==> src/rtl/srp_pkg.sv <==
package srp_pkg;
  localparam int BYTE_W   = 8;
  localparam int IDX_W    = 3;
  localparam int CFG_W    = 16;
  localparam int BIT_ASC  = 2;   // address direction select
  localparam int BIT_LSBF = 1;   // bit order select
  localparam int BIT_3W   = 0;   // dedicated output select
  localparam int RSV_HI   = 15;
  localparam int RSV_LO   = 13;

  // Bit of a byte that travels in slot idx of the serial stream.
  function automatic logic pick_bit(input logic [BYTE_W-1:0] b,
                                    input logic [IDX_W-1:0]  idx,
                                    input logic              lsb_first);
    return lsb_first ? b[idx] : b[IDX_W'(BYTE_W-1) - idx];
  endfunction
endpackage

==> src/rtl/srp_edge_det.sv <==
module srp_edge_det #(
  parameter int SYNC = 2
) (
  input  logic clk,
  input  logic rst_n,
  input  logic sclk,
  input  logic din,
  output logic rise,
  output logic fall,
  output logic din_s
);
  logic [SYNC:0] clk_sh;
  logic [SYNC:0] dat_sh;

  always_ff @(posedge clk or negedge rst_n) begin
    if (!rst_n) begin
      clk_sh <= '0;
      dat_sh <= '0;
    end else begin
      clk_sh <= {clk_sh[SYNC-1:0], sclk};
      dat_sh <= {dat_sh[SYNC-1:0], din};
    end
  end

  assign rise  =  clk_sh[SYNC-1] & ~clk_sh[SYNC];
  assign fall  = ~clk_sh[SYNC-1] &  clk_sh[SYNC];
  assign din_s =  dat_sh[SYNC-1];
endmodule

==> src/rtl/srp_shifter.sv <==
module srp_shifter
  import srp_pkg::*;
(
  input  logic              clk,
  input  logic              rst_n,
  input  logic              clr,
  input  logic              rise,
  input  logic              fall,
  input  logic              reload,
  input  logic              din,
  input  logic              lsb_first,
  input  logic [BYTE_W-1:0] rd_byte,
  output logic              byte_done,
  output logic [BYTE_W-1:0] wbyte,
  output logic              out_bit
);
  logic [IDX_W-1:0]  bit_q, bit_n;
  logic [BYTE_W-1:0] sh_q, sh_n;
  logic              ob_q, ob_n;

  assign wbyte     = lsb_first ? {din, sh_q[BYTE_W-1:1]} : {sh_q[BYTE_W-2:0], din};
  assign byte_done = rise & (bit_q == IDX_W'(BYTE_W-1));
  assign out_bit   = ob_q;

  always_comb begin
    bit_n = bit_q;
    sh_n  = sh_q;
    ob_n  = ob_q;
    if (clr) begin
      bit_n = '0;
    end else if (rise) begin
      bit_n = bit_q + 1'b1;
      sh_n  = wbyte;
    end
    if (reload || fall) begin
      ob_n = pick_bit(rd_byte, bit_q, lsb_first);
    end
  end

  always_ff @(posedge clk or negedge rst_n) begin
    if (!rst_n) begin
      bit_q <= '0;
      sh_q  <= '0;
      ob_q  <= 1'b0;
    end else begin
      bit_q <= bit_n;
      sh_q  <= sh_n;
      ob_q  <= ob_n;
    end
  end
endmodule

==> src/rtl/srp_ctrl_reg.sv <==
module srp_ctrl_reg
  import srp_pkg::*;
(
  input  logic              clk,
  input  logic              rst_n,
  input  logic              we_lo,
  input  logic              we_hi,
  input  logic [BYTE_W-1:0] wdata,
  output logic [CFG_W-1:0]  cr
);
  logic [CFG_W-1:0] cr_q, cr_n;

  always_comb begin
    cr_n = cr_q;
    if (we_lo) cr_n[BYTE_W-1:0]     = wdata;
    if (we_hi) cr_n[CFG_W-1:BYTE_W] = wdata;
    cr_n[RSV_HI:RSV_LO] = '0;
  end

  always_ff @(posedge clk or negedge rst_n) begin
    if (!rst_n) cr_q <= '0;
    else        cr_q <= cr_n;
  end

  assign cr = cr_q;
endmodule

==> src/rtl/srp_port.sv <==
module srp_port
  import srp_pkg::*;
#(
  parameter int AW    = 4,
  parameter int LW    = 3,
  parameter int SYNC  = 2,
  parameter int CR_LO = 0,
  parameter int CR_HI = 1
) (
  input  logic              clk,
  input  logic              rst_n,
  input  logic              start,
  input  logic              start_rd,
  input  logic [AW-1:0]     start_addr,
  input  logic [LW-1:0]     start_len,
  input  logic              sclk,
  input  logic              sdio_in,
  output logic              sdio_out,
  output logic              sdio_oe,
  output logic              sdo,
  output logic [AW-1:0]     reg_addr,
  output logic              reg_wr_en,
  output logic [BYTE_W-1:0] reg_wdata,
  input  logic [BYTE_W-1:0] reg_rdata,
  output logic [CFG_W-1:0]  cfg_word
);
  localparam logic [AW-1:0] A_LO = AW'(CR_LO);
  localparam logic [AW-1:0] A_HI = AW'(CR_HI);

  logic              s_rise, s_fall, s_din;
  logic              byte_done, out_bit;
  logic [BYTE_W-1:0] wbyte, rd_byte;
  logic [CFG_W-1:0]  cr;

  logic              busy_q, busy_n, rd_q, rd_n, step_q, step_n;
  logic              reload_q, reload_n, wr_q, wr_n;
  logic [AW-1:0]     addr_q, addr_n;
  logic [LW-1:0]     cnt_q, cnt_n;
  logic [BYTE_W-1:0] wd_q, wd_n;
  logic              accept, hit_lo, hit_hi, is_wr_done;

  srp_edge_det #(.SYNC(SYNC)) u_edge (
    .clk(clk), .rst_n(rst_n), .sclk(sclk), .din(sdio_in),
    .rise(s_rise), .fall(s_fall), .din_s(s_din)
  );

  assign accept     = start & ~busy_q;
  assign hit_lo     = (addr_q == A_LO);
  assign hit_hi     = (addr_q == A_HI);
  assign is_wr_done = busy_q & ~rd_q & byte_done;
  assign rd_byte    = hit_lo ? cr[BYTE_W-1:0] : hit_hi ? cr[CFG_W-1:BYTE_W] : reg_rdata;

  srp_shifter u_shift (
    .clk(clk), .rst_n(rst_n), .clr(accept),
    .rise(s_rise & busy_q), .fall(s_fall & busy_q), .reload(reload_q),
    .din(s_din), .lsb_first(cr[BIT_LSBF]), .rd_byte(rd_byte),
    .byte_done(byte_done), .wbyte(wbyte), .out_bit(out_bit)
  );

  srp_ctrl_reg u_cr (
    .clk(clk), .rst_n(rst_n),
    .we_lo(is_wr_done & hit_lo), .we_hi(is_wr_done & hit_hi),
    .wdata(wbyte), .cr(cr)
  );

  always_comb begin
    busy_n   = busy_q;
    rd_n     = rd_q;
    addr_n   = addr_q;
    cnt_n    = cnt_q;
    wd_n     = wd_q;
    step_n   = 1'b0;
    reload_n = 1'b0;
    wr_n     = 1'b0;
    if (!busy_q) begin
      if (start) begin
        busy_n   = 1'b1;
        rd_n     = start_rd;
        addr_n   = start_addr;
        cnt_n    = start_len;
        reload_n = start_rd;
      end
    end else if (step_q) begin
      addr_n = cr[BIT_ASC] ? addr_q + 1'b1 : addr_q - 1'b1;
      if (cnt_q == '0) busy_n = 1'b0;
      else             cnt_n  = cnt_q - 1'b1;
    end else if (byte_done) begin
      step_n = 1'b1;
      if (!rd_q && !hit_lo && !hit_hi) begin
        wr_n = 1'b1;
        wd_n = wbyte;
      end
    end
  end

  always_ff @(posedge clk or negedge rst_n) begin
    if (!rst_n) begin
      busy_q   <= 1'b0;
      rd_q     <= 1'b0;
      addr_q   <= '0;
      cnt_q    <= '0;
      wd_q     <= '0;
      step_q   <= 1'b0;
      reload_q <= 1'b0;
      wr_q     <= 1'b0;
    end else begin
      busy_q   <= busy_n;
      rd_q     <= rd_n;
      addr_q   <= addr_n;
      cnt_q    <= cnt_n;
      wd_q     <= wd_n;
      step_q   <= step_n;
      reload_q <= reload_n;
      wr_q     <= wr_n;
    end
  end

  assign sdio_out  = out_bit;
  assign sdio_oe   = busy_q & rd_q & ~cr[BIT_3W];
  assign sdo       = busy_q & rd_q & cr[BIT_3W] & out_bit;
  assign reg_addr  = addr_q;
  assign reg_wr_en = wr_q;
  assign reg_wdata = wd_q;
  assign cfg_word  = cr;
endmodule

==> config.mk <==
export PLATFORM = sky130hd
export DESIGN_NAME = srp_port
export DESIGN_NICKNAME = d
export VERILOG_FILES = /design/src/rtl/srp_pkg.sv /design/src/rtl/srp_edge_det.sv /design/src/rtl/srp_shifter.sv /design/src/rtl/srp_ctrl_reg.sv /design/src/rtl/srp_port.sv
export SDC_FILE = /design/constraint.sdc
export NUM_CORES = 1
export LEC_CHECK = 0
export ABC_AREA = 1
export BUFFER_PORTS_ARGS = -buffer_cell sky130_fd_sc_hd__buf_4
export CORE_MARGIN = 5
export CORE_UTILIZATION = 45
export DETAILED_ROUTE_END_ITERATION = 8
export GPL_TIMING_DRIVEN = 0
export PLACE_DENSITY = 0.66
export SLEW_MARGIN = 40
export SYNTH_ARGS = -nofsm -noshare
export SYNTH_HDL_FRONTEND = slang
export SYNTH_HIERARCHICAL = 1
export SYNTH_SLANG_ARGS = --single-unit
export TNS_END_PERCENT = 1
==> constraint.sdc <==
create_clock -name clk -period 1.6 [get_ports clk]
set_input_delay 0 -clock clk [delete_from_list [all_inputs] [get_ports clk]]
set_output_delay 0 -clock clk [all_outputs]
set_load 0.02 [all_outputs]
* Word level (Yosys, flattened, before mapping) *
Index checks and enable logic that the tools add are counted.

storage, ports and cells
  bits in registers = 50
  output and inout bits = 32
  input bits = 21
  word-level logic and storage cells = 93

cells by class
  $add $sub $neg = 5
  equal/unequal tests = 4
  bitwise logic cells = 21
  $lt $le $gt $ge = 2
  mux-type cells = 31
  reductions and logical operators = 15

operator list
  kind                                                        number
  2-to-1 mux 8 bit                                            3
  2-to-1 mux 3 bit                                            6
  2-to-1 mux 1 bit                                            16
  2-to-1 mux 4 bit                                            4
  bitwise AND 1 bit                                           14
  less-than comparator 3 x 4 -> 1 bit, second input constant  2
  NOT 1 bit                                                   7
  binary-select mux 1 bit (select 3 bit)                      2
  AND reduction 2 bit                                         3
  adder 4 x 1 -> 4 bit, second input constant                 1
  == test 4 x 1 -> 1 bit, second input constant               1
  zero test 4 bit                                             1
  AND reduction 4 bit                                         1
  nonzero test 2 bit                                          2
  subtractor 4 x 1 -> 4 bit, second input constant            1
  adder 3 x 1 -> 3 bit, second input constant                 1
  == test 3 bit, second input constant                        1
  zero test 1 bit                                             3
  zero test 3 bit                                             1
  AND reduction 3 bit                                         1
  subtractor 3 x 1 -> 3 bit, second input constant            1
  subtractor 3 bit, first input constant                      1
  logical AND 1 bit                                           2
  inequality test 2 x 1 -> 1 bit, second input constant       1
  other kinds (2)                                             2

* Logic depth before layout (Yosys ltp) *
  depth in word-level cells = 8
  mapped depth = 15
  mapped depth without buffers = 14

* Cells and area by module *
The synthesis kept the hierarchy.

modules (own cells, without submodules)
  module        sequential area each (um2)  area an instance (um2)  instances  cells each
  srp_port      500.5                       1283.7                  1          180
  srp_shifter   300.3                       772.0                   1          109
  srp_ctrl_reg  325.3                       516.7                   1          59
  srp_edge_det  125.1                       140.1                   1          9

* Least setup slack after synthesis *
No wires, ideal clock.

  path type = register -> register
  start point = register addr_q[0], in the netlist reg_addr[0]
  end point = register u_shift.ob_q, in the netlist u_shift/out_bit
  data arrival time = 1.861 ns
  library setup time = 0.065 ns
  path slack = -0.326 ns
  data required time = 1.535 ns
  buffers on the path = 1
  stages on the path, launching flop included = 15
  period minus slack after synthesis = 1.926 ns
  cell sequence = dfrtp_1 > inv_1 > ha_1 > nand2_2 > buf_2 > nor2_1 > a31oi_1 > nand2_1 > nand3_1 > nand3_1 > nand2_1 > nand2_1 > nand2_1 > nand2_1 > nand2_1

on the way
  word-level cells in the longest chain between the ends = 6
  elaborated cells on any way between the ends = 9
  those cells by class = 1 x eq/ne; 7 x mux; 1 x reduce/logical

RTL lines
  element                                 RTL line           RTL
  start: declaration                      srp_port.sv:37     logic [AW-1:0] addr_q, addr_n;
  start signal: assignment                srp_port.sv:109    addr_q <= addr_n;
  == test 4 x 1 -> 1 bit                  srp_port.sv:49     assign hit_hi = (addr_q == A_HI);
  2-to-1 mux 8 bit                        srp_port.sv:51     assign rd_byte = hit_lo ? cr[BYTE_W-1:0] : hit_hi ? cr[CFG_W-1:BYTE_W] : reg_rdata;
  2-to-1 mux 8 bit (*)                    srp_port.sv:51
  via rd_byte[6]                          srp_port.sv:32     logic [BYTE_W-1:0] wbyte, rd_byte;
  binary-select mux 1 bit (select 3 bit)  srp_pkg.sv:15      return lsb_first ? b[idx] : b[IDX_W'(BYTE_W-1) - idx];
  2-to-1 mux 1 bit (not written as such)  srp_pkg.sv:15
  2-to-1 mux 1 bit (*)                    srp_pkg.sv:15
  end signal: assignment                  srp_shifter.sv:48  ob_q <= ob_n;
  end: declaration                        srp_shifter.sv:19  logic ob_q, ob_n;

Mark *: on every way through the listed nets, which the timed path passes. The rest lies on a longest branch. The select of a mux whose other input is x is not followed.
A chain may end at the register's enable or synchronous reset.

* Final worst setup path *
  start point = register addr_q[3], in the netlist reg_addr[3]
  end point = register u_shift.ob_q, in the netlist u_shift/out_bit

Same word-level chain as after synthesis.

==> metrics.cfg <==
[power]
powerDensity_nw_per_um2 = 1750
power_uw = 6618
p_leak_uw = 0.001923
peakVddDrop_mv = 0.9318

[layout]
syn_to_final_growth_pct = 39.39
fillCellCount = 523
stdcell_count = 510
fin_util_pct = 64.24
fin_nets = 464
n_antenna_cell = 0
drive_gt1_share_pct = 30.80

[cts]
cts_tree = done
clkLatencyLatePin_ns = 0.29
max-clock-path-buffers = 2
numClockSinks = 50
htree_levels = 2
numCtsBuffers = 5
clk_pin_slew_worst_paths_ns = 0.09
clockRootBuffer = clkbuf_8

[worst_setup_path]
r2r_end = u_shift/out_bit
required_ns = 1.84
arrival_ns = 2.01
worstSetupPathType = reg -> reg
critPathLaunchType = register
worst-r2r-cell-count = 14
startpoint = reg_addr[3]
reg2reg_slack_ns = -0.17
setup.worst_path.end_class = register
r2r_start = reg_addr[3]
critPathCapture = u_shift/out_bit
path_max_fanout = 7

[logic_synthesis]
syn_inst = 357
synth_area_leaders = dfrtp_1 46%, nand2_1 21%, inv_1 4.3%, ha_1 3.7%, o21ai_0 3.7%
avgSynthCellArea_um2 = 7.598
ys_ff_latch = 50
ys_seq_area_share_pct = 46.13
syn_area_um2 = 2713
synth.distinct_cells = 31
synth.top_cell.area_share_pct = 46.13
ys_warn_count = 6
yosysTopAreaCell = dfrtp_1

[hold_path]
hp-class = in -> reg

[status]
violations = setup timing
outcome = complete, but fails checks

[flow_run]
maxCapViolCount = 0

[route]
wirelength_um = 7194
drt_iter0_drc = 120
drt_pre_antenna_iters = 4
drc_errors = 0
via_count = 2566
antenna_left = 0
via_per_inst = 5.031
routedWlPerCell_um = 14.11

[grt]
grt_max_degree = 51
grt_pass1_vias = 2453
grt_first_pass_wirelength_um = 11950
antenna_found_initial = 0
grt_usage_pct = 19.63
grt-ovfl-total = 0

[floorplanning]
ios = 53
coreArea_um2 = 5886
initial_utilization_pct = 46.09
dieArea_um2 = 7681
die-height_um = 87.64
fp-row-count = 28
dieWidth_um = 87.64

[timing]
slew_headroom_pct = 58.28
maxClockFrequency_mhz = 564.7
rsz0062_at_grt = yes
maxSlewViolCount = 0
finalSetupTns_ns = -0.5169
setup_slack_ns = -0.1710
post-route-period-util_pct = 110.7
hold_violations = 0
finClkSkew_ns = 0.006242
finalSetupViolCount = 16
holdWs_ns = 0.03000
min_period_ns = 1.771
tightestPinTransition_ns = 0.6258

[placement]
dp.cells = 483
numPortBuffers = 49
dp_hpwl_um = 4913
gp_congestion = 0.8362

[kinds of logic after synthesis]
group / after synthesis / share of synthesized area, %
AOI/OAI and AO/OA: 42 / 8.856
DFF: 50 / 46.13
and+or+nand+nor: 203 / 30.72
adders and majority gates: 8 / 3.690
muxes: 1 / 0.4151
other: 1 / 0.1382
buffers and inverters: 50 / 9.409
xor gates and xnor gates: 2 / 0.6459
[how the worst min path moves through the flow]
| stage | start | end | slack (ns) | depth (start not counted) |
|---|---|---|---|---|
| floorplan | rst_n | busy_q | -0.30 | 0 |
| global placement | rst_n | reg_wdata[7] | 0.07 | 1 |
| detailed placement | rst_n | reg_wdata[7] | 0.06 | 1 |
| CTS | start_addr[1] | reg_addr[1] | 0.02 | 3 |
| global route | start_addr[2] | reg_addr[2] | 0.06 | 5 |
| finish | start_addr[1] | reg_addr[1] | 0.03 | 3 |
[layout make-up]
cell class	instances	area (µm²)	area share (%)
Tap cell	75	93.84	2.482
Timing Repair Buffer	70	574.3	15.19
Sequential cell	50	1257	33.26
Multi-Input combinational cell	259	1493	39.48
Clock inverter	1	7.507	0.1985
Inverter	37	161.4	4.269
Buffer	12	121.4	3.210
Clock buffer	6	72.57	1.919
[placed cells by master (no fill, tap or decap), types with 2 or more instances in the layout]
| cell type | netlist | final |
|---|---|---|
| a21oi_1 | 2 | 2 |
| a31oi_4 | 0 | 8 |
| buf_4 | 4 | 61 |
| buf_6 | 5 | 9 |
| clkbuf_1 | 2 | 2 |
| clkbuf_8 | 0 | 5 |
| conb_1 | 1 | 3 |
| dfrtp_1 | 50 | 45 |
| dfrtp_2 | 0 | 5 |
| dlygate4sd3_1 | 0 | 8 |
| ha_1 | 8 | 6 |
| ha_4 | 0 | 2 |
| inv_1 | 31 | 27 |
| inv_2 | 4 | 6 |
| inv_8 | 1 | 2 |
| nand2_1 | 151 | 143 |
| nand2_2 | 2 | 6 |
| nand2_4 | 0 | 3 |
| nand3_1 | 16 | 12 |
| nand3_2 | 0 | 3 |
| nand3_4 | 1 | 2 |
| nor2_1 | 25 | 18 |
| nor2_4 | 1 | 9 |
| nor3_1 | 3 | 3 |
| o211ai_1 | 3 | 3 |
| o21ai_0 | 20 | 20 |
| o21ai_1 | 5 | 5 |
| o21ai_2 | 3 | 3 |
| xnor2_1 | 2 | 2 |
[Yosys cell counts]
cell and instances:
conb_1 1, buf_4 4, clkbuf_1 2, mux2_2 1, inv_1 31, a31oi_1 8
o211ai_1 3, nor3_1 3, inv_8 1, o22ai_1 1, nor2_2 2, inv_2 4
ha_1 8, buf_2 1, xnor2_1 2, buf_6 5, clkinv_4 1, nand2_2 2
o21ai_0 20, a21oi_1 2, nand3_1 16, nand3_4 1, nand3b_1 1, clkbuf_2 1
nor2_1 25, nor3_4 1, nand2_1 151, nor2_4 1, o21ai_2 3, dfrtp_1 50
o21ai_1 5
[metrics by stage]
stage	instance area, µm²	worst slack (ns)
floorplan	2751	-0.1435
global placement	3213	-0.3939
CTS	3706	-0.1493
global route	3781	-0.2748
detailed placement	3213	-0.4130
finish	3781	-0.1710
[power breakdown]
| group | total [µW] | switching (µW) | internal (µW) |
|---|---|---|---|
| clock network | 690 | 389 | 301 |
| logic | 4120 | 2310 | 1810 |
| registers | 1810 | 252 | 1560 |
| total | 6620 | 2950 | 3670 |
[timing repair]
action	CTS	global route
resized for setup	50	19
hold buffers	8	0
gates cloned	2	0
pin swaps	16	15
setup endpoints to repair	34	32
hold endpoints to repair	56	0
buffers inserted	10	1
[metal layers]
metal  share of wire, %  vias up  track usage (%)  wire length [µm]
met5                  0        -                0                 0
met4                1.7        0            5.718               125
met3                3.9       12            3.575               277
met2                 52       68            34.04              3719
met1                 43     1216            25.01              3072
li1                   -     1270                -                 -
[worst max-delay path, cell delays in order, from the launching register on]
cell and delay, ns:
dfrtp_2 0.43, nor2_4 0.21, nand2_4 0.08, buf_6 0.15, inv_8 0.07, nand2_1 0.08
a31oi_4 0.16, nand2_1 0.07, nand3_1 0.07, nand3_1 0.07, nand2_1 0.08, nand2_1 0.06
nand2_2 0.07, nand2_1 0.05, nand2_1 0.05
[registers in the layout (all words and copies together) (netlist names)]
register	cells
busy_q	1
cnt_q	3
rd_q	1
reg_addr	4
reg_wdata	8
reg_wr_en	1
reload_q	1
step_q	1
u_cr/cr	13
u_edge/clk_sh	3
u_edge/dat_sh	2
u_shift/bit_q	3
u_shift/out_bit	1
u_shift/sh_q	8
Power figures use the tool's default switching activity.
